File: src/rtl/piso_pkg.sv
package piso_pkg;

  typedef enum logic [1:0] {
    ACT_HOLD  = 2'b00,
    ACT_LOAD  = 2'b01,
    ACT_SHIFT = 2'b10
  } piso_act_e;

endpackage

File: src/rtl/piso_rst_sync.sv
module piso_rst_sync #(
  parameter int STAGES = 2
) (
  input  logic clk,
  input  logic clr_n,
  output logic rst_n_sync
);

  logic [STAGES-1:0] chain_q;

  always_ff @(posedge clk or negedge clr_n) begin
    if (!clr_n) chain_q <= '0;
    else        chain_q <= {chain_q[STAGES-2:0], 1'b1};
  end

  assign rst_n_sync = chain_q[STAGES-1];

endmodule

File: src/rtl/piso_ctrl.sv
module piso_ctrl
  import piso_pkg::*;
(
  input  logic      shift_en,
  input  logic      load_en,
  output piso_act_e act
);

  always_comb begin
    if (shift_en)     act = ACT_SHIFT;
    else if (load_en) act = ACT_LOAD;
    else              act = ACT_HOLD;
  end

endmodule

File: src/rtl/piso_cell.sv
module piso_cell
  import piso_pkg::*;
(
  input  piso_act_e act,
  input  logic      cur_bit,
  input  logic      load_bit,
  input  logic      shift_bit,
  output logic      nxt_bit
);

  always_comb begin
    unique case (act)
      ACT_LOAD:  nxt_bit = load_bit;
      ACT_SHIFT: nxt_bit = shift_bit;
      default:   nxt_bit = cur_bit;
    endcase
  end

endmodule

File: src/rtl/piso_shift_reg.sv
module piso_shift_reg
  import piso_pkg::*;
#(
  parameter int WIDTH       = 4,
  parameter int SYNC_STAGES = 2
) (
  input  logic             clk,
  input  logic             clr_n,
  input  logic             shift_en,
  input  logic             load_en,
  input  logic [WIDTH-1:0] par_in,
  input  logic             ser_in,
  output logic [WIDTH-1:0] par_out,
  output logic             ser_out
);

  localparam int MSB = WIDTH - 1;

  logic             rst_n_int;
  piso_act_e        act;
  logic [WIDTH-1:0] state_q;
  logic [WIDTH-1:0] state_d;

  piso_rst_sync #(.STAGES(SYNC_STAGES)) u_sync (
    .clk        (clk),
    .clr_n      (clr_n),
    .rst_n_sync (rst_n_int)
  );

  piso_ctrl u_ctrl (
    .shift_en (shift_en),
    .load_en  (load_en),
    .act      (act)
  );

  for (genvar i = 0; i < WIDTH; i++) begin : g_bit
    logic src_bit;
    if (i == MSB) begin : g_top
      assign src_bit = ser_in;
    end else begin : g_low
      assign src_bit = state_q[i+1];
    end
    piso_cell u_cell (
      .act       (act),
      .cur_bit   (state_q[i]),
      .load_bit  (par_in[i]),
      .shift_bit (src_bit),
      .nxt_bit   (state_d[i])
    );
  end

  always_ff @(posedge clk or negedge rst_n_int) begin
    if (!rst_n_int) state_q <= '0;
    else            state_q <= state_d;
  end

  assign par_out = state_q;
  assign ser_out = state_q[0];

  // clear pin low means empty register at every edge
  p_clear_r1: assert property (@(posedge clk) !clr_n |-> par_out == '0)
    else $error("p_clear_r1");


  p_hold_r2: assert property (@(posedge clk) disable iff (!rst_n_int)
    (!shift_en && !load_en) |=> $stable(par_out))
    else $error("p_hold_r2");


  p_load_r3: assert property (@(posedge clk) disable iff (!rst_n_int)
    (load_en && !shift_en) |=> par_out == $past(par_in))
    else $error("p_load_r3");


  p_shift_r4: assert property (@(posedge clk) disable iff (!rst_n_int)
    shift_en |=> par_out[WIDTH-2:0] == $past(par_out[MSB:1]))
    else $error("p_shift_r4");

  // top bit comes from serial input even while load is requested
  p_prio_r5: assert property (@(posedge clk) disable iff (!rst_n_int)
    (shift_en && load_en) |=> par_out[MSB] == $past(ser_in))
    else $error("p_prio_r5");

  // while the synchronized reset is active the register stays empty
  p_release_r8: assert property (@(posedge clk) !rst_n_int |-> par_out == '0)
    else $error("p_release_r8");

endmodule

File: config.mk
export PLATFORM = sky130hd
export DESIGN_NAME = piso_shift_reg
export DESIGN_NICKNAME = d
export VERILOG_FILES = /design/src/rtl/piso_pkg.sv /design/src/rtl/piso_rst_sync.sv /design/src/rtl/piso_ctrl.sv /design/src/rtl/piso_cell.sv /design/src/rtl/piso_shift_reg.sv
export SDC_FILE = /design/constraint.sdc
export NUM_CORES = 1
export LEC_CHECK = 0
export BUFFER_PORTS_ARGS = -buffer_cell sky130_fd_sc_hd__clkbuf_2
export CORE_AREA = 2 2 39 41
export CTS_CLUSTER_DIAMETER = 120
export DETAILED_ROUTE_END_ITERATION = 6
export DIE_AREA = 0 0 41 43
export SYNTH_ARGS = -nofsm -noshare
export SYNTH_HDL_FRONTEND = slang
export SYNTH_SLANG_ARGS = --single-unit
File: constraint.sdc
create_clock -name clk -period 0.8 [get_ports clk]
set_input_delay 0.08 -clock clk [delete_from_list [all_inputs] [get_ports clk]]
set_output_delay 0.08 -clock clk [all_outputs]
set_load 0.02 [all_outputs]
==> tab_implementation.tex <==
\begin{tabular}{lr}
\hline
Metric & Value \\
\hline
\multicolumn{2}{l}{\textbf{Global routing}} \\
\quad Antenna violations before repair & 0 \\
\quad First-pass GRT wire length & 779 um \\
\quad Number of global-route vias before repair & 204 \\
\quad Maximum number of pins on one net before global-route repair & 9 \\
\quad Overall routing resource usage & 7.505\% \\
\quad Grt ovf & 0 \\
\multicolumn{2}{l}{\textbf{Routing}} \\
\quad WL/cell & 9.204 um \\
\quad DR iter-0 viols & 4 \\
\quad Aggregate routed wire length & 497 um \\
\quad Via count & 197 \\
\quad Residual antenna-violating net count after detailed routing & 0 \\
\quad DR DRC count & 0 \\
\quad Number of vias per cell after detailed routing & 3.648 \\
\quad Number of detailed-routing iterations run before antenna repair & 2 \\
\multicolumn{2}{l}{\textbf{Worst setup path}} \\
\quad Crit path buffers/inverters & 1 \\
\quad Cells traversed along the worst timing path & clkbuf\_8 \\
\quad Critical path required time & 0.72 ns \\
\quad CP startpoint kind & flip-flop \\
\quad Critical Setup Path Class & reg2out \\
\quad Kind of cell with the highest combined delay on the critical path & flip-flops \\
\quad Crit path largest cell delay & 0.39 ns \\
\quad Critical-path top delay cell & dfrtp\_1 \\
\quad Data arrival at the endpoint of the critical path & 0.79 ns \\
\quad Critical path fanouts, max & 2 \\
\quad Critical path endpoint category & output pin \\
\multicolumn{2}{l}{\textbf{Placement}} \\
\quad IO buf count & 13 \\
\quad Total cell area at the placement stage & 314.1 um2 \\
\quad Detailed-placement wirelength estimate & 357.7 um \\
\quad Post-placement setup slack & 0.08542 ns \\
\quad Final RePlAce weighted congestion & 0.5812 \\
\multicolumn{2}{l}{\textbf{Power}} \\
\quad Leakage & 0.2034 nW \\
\quad Power share of the sequential group & 43.6\% \\
\quad Int Pwr & 0.5977 mW \\
\quad Net Sw Frac & 26.39\% \\
\quad Power Density & 2087 nW/um2 \\
\quad Part of the total power dissipated in combinational logic & 22.0\% \\
\quad Part of the power in the clock network & 34.4\% \\
\quad Net switching power & 0.2143 mW \\
\quad Maximum resistive drop on vdd & 1.209 mV \\
\multicolumn{2}{l}{\textbf{Flow run}} \\
\quad Max capacitance violation total & 0 \\
\multicolumn{2}{l}{\textbf{Cells and area}} \\
\quad Nets & 49 \\
\quad Register Area & 150.1 um2 \\
\quad Combined area of the multi-input logic cells & 78.83 um2 \\
\quad Layout-stage area growth over the synthesis result & 43.98\% \\
\quad Layout cells sized above 1 & 47.37\% \\
\quad Diodes inserted & 0 \\
\quad Cell area after layout & 389.1 um2 \\
\quad Final-layout fill cell count & 161 \\
\multicolumn{2}{l}{\textbf{STA}} \\
\quad Clock tree skew after final layout & 0.005448 ns \\
\quad Final worst-path setup slack & -0.06946 ns \\
\quad Setup Viol. Count Final & 7 \\
\quad Setup TNS & -0.4079 ns \\
\quad Final slew viol count & 0 \\
\quad RSZ-0062 raised after global routing & true \\
\quad Upper clock frequency limit & 1150 MHz \\
\quad Number of failing hold endpoints at the final stage & 0 \\
\quad Time the final worst path needs with I/O delays and setup & 0.8695 ns \\
\quad Worst slack on hold paths & 0.05224 ns \\
\quad Final Cycle Share & 108.7\% \\
\multicolumn{2}{l}{\textbf{Yosys}} \\
\quad Share of the synthesized netlist area taken by xor and xnor gates & 0\% \\
\quad Yosys warning count & 0 \\
\quad Mux cell area share after synthesis & 14.81\% \\
\quad Post-Syn Nets & 33 \\
\quad Count of state elements after synthesis & 6 \\
\quad Number of distinct standard cells referenced by the synthesized netlist & 7 \\
\quad Yosys top cell area share & 55.56\% \\
\quad Area fraction in compound gates after synthesis & 7.407\% \\
\quad Gate count after technology mapping & 24 \\
\quad Post-Syn Area per Cell & 11.26 um2 \\
\quad Share of the yosys chip area belonging to registers & 55.56\% \\
\quad Largest area contributor in the synthesized netlist & dfrtp\_1 \\
\quad Arithmetic-cell share of the synthesized area counting full adders, half adders and majority gates & 0\% \\
\quad Area of the mapped netlist & 270.3 um2 \\
\quad Largest cells by area after synthesis & dfrtp\_1 56\%, mux2i\_1 15\%, buf\_4 11\%, o21ai\_1 7.4\%, nand2\_1 5.6\% \\
\quad Largest family of logic cells by synthesized area & buffers and inverters \\
\quad Simple-gate area share of the yosys netlist & 5.556\% \\
\multicolumn{2}{l}{\textbf{Floorplanning}} \\
\quad Area enclosed by the die boundary & 1763 um2 \\
\quad Die span in x & 41 um \\
\quad Area of the placeable core & 1384 um2 \\
\quad Die Ht & 43 um \\
\quad \# IOs & 14 \\
\quad Initial Util & 19.53\% \\
\quad Number of rows in the core area & 14 \\
\multicolumn{2}{l}{\textbf{Status}} \\
\quad Run status & complete, but fails checks \\
\quad Violations in the final reports & negative setup slack \\
\multicolumn{2}{l}{\textbf{Clock network}} \\
\quad CTS tree & done \\
\quad Number of levels the H-tree was split into & 1 \\
\quad Clock latency on the worst-skew pair & 0.24 ns \\
\quad CTS buffer count & 3 \\
\quad Clock Pin Slew Worst Setup and Hold Paths & 0.05 ns \\
\quad Clock sink count & 6 \\
\quad Buffer type at the clock tree root & clkbuf\_4 \\
\quad Maximum buffer depth of the clock tree & 2 \\
\multicolumn{2}{l}{\textbf{Hold path}} \\
\quad Min-delay worst type & reg2async \\
\hline
\end{tabular}
==> flip-flops by register name, summed over array words and instances, names as in the netlist <==
signal,count
par_out,4
u_sync.chain_q,2
==> placed cells by master (no fill, tap or decap), drive strengths merged <==
cell type and n:
buf 5, mux2i 4, conb 1, o21ai 4
clkbuf 13, dfrtp 6, dlygate4sd3 1, nand2 4
==> worst paths after layout <==
| check | startpoint | slack (ns) | cells after the start | endpoint |
|---|---|---|---|---|
| worst max register to register | par_out[3] | -0.05 | 3 | par_out[3] |
| max in group asynchronous | clr_n | 0.54 | 2 | u_sync.chain_q[1] |
| worst min-delay path | u_sync.chain_q[1] | 0.05 | 0 | par_out[3] |
| worst max-delay path | par_out[1] | -0.07 | 1 | par_out[1] |
| worst min register to register | u_sync.chain_q[1] | 0.05 | 0 | par_out[3] |
| min in group clk | ser_in | 0.07 | 3 | par_out[3] |
==> synth_stat cells <==
cell / number
o21ai_1: 4
nand2_1: 4
dfrtp_1: 6
mux2i_1: 4
conb_1: 1
buf_4: 4
buf_6: 1
==> per-stage QoR <==
step / cells / util (%) / power [mW]
after floorplan: 24 / - / 0.4659
after global placement: 48 / 22.69 / 0.4886
after detailed placement: 48 / 22.69 / 0.4907
after CTS: 54 / 27.40 / 0.8206
after global routing: 54 / 28.12 / 0.8743
final: 54 / 28.12 / 0.8121
==> power by group through the flow <==
stage                     Sequential (mW)  Clock, mW  Combinational (mW)
after floorplan                     0.362          0               0.104
after global placement              0.358          0               0.130
after detailed placement            0.359          0               0.132
after CTS                           0.353      0.298               0.170
after global routing                0.358      0.321               0.195
final                               0.354      0.279               0.179
==> kinds of logic (layout without fill, tap and decap cells) <==
group	after synthesis	in the layout
other	1	1
flip-flops	6	6
buffers and inverters	5	19
AO/OA/AOI/OAI	4	4
AND/OR/NAND/NOR	4	4
multiplexers	4	4
==> routing by layer <==
layer  global-route usage [%]  wire (um)  vias to the layer above  part of all wire, %
met1                    7.973        192                       86                   39
met2                    9.063        248                        9                   50
met3                    9.424         57                        0                   11
met4                    2.000          0                        0                    0
li1                         -          -                      102                    -
met5                        0          0                        -                    0
==> layout make-up <==
cell class                      count  area share [%]
Timing Repair Buffer               16           30.23
Sequential cell                     6           38.59
Tap cell                           16           5.145
Clock buffer                        3           5.788
Multi-Input combinational cell     13           20.26
==> timing repair <==
| item | 4_1_cts | 5_1_grt |
|---|---|---|
| hold buffers | 1 | 0 |
| resized for setup | 4 | 6 |
| setup endpoints to repair | 5 | 7 |
| pin swaps | 0 | 1 |
| hold endpoints to repair | 2 | 0 |
| setup buffers | 2 | 0 |
Note: power is estimated with default switching activity, not from simulation.
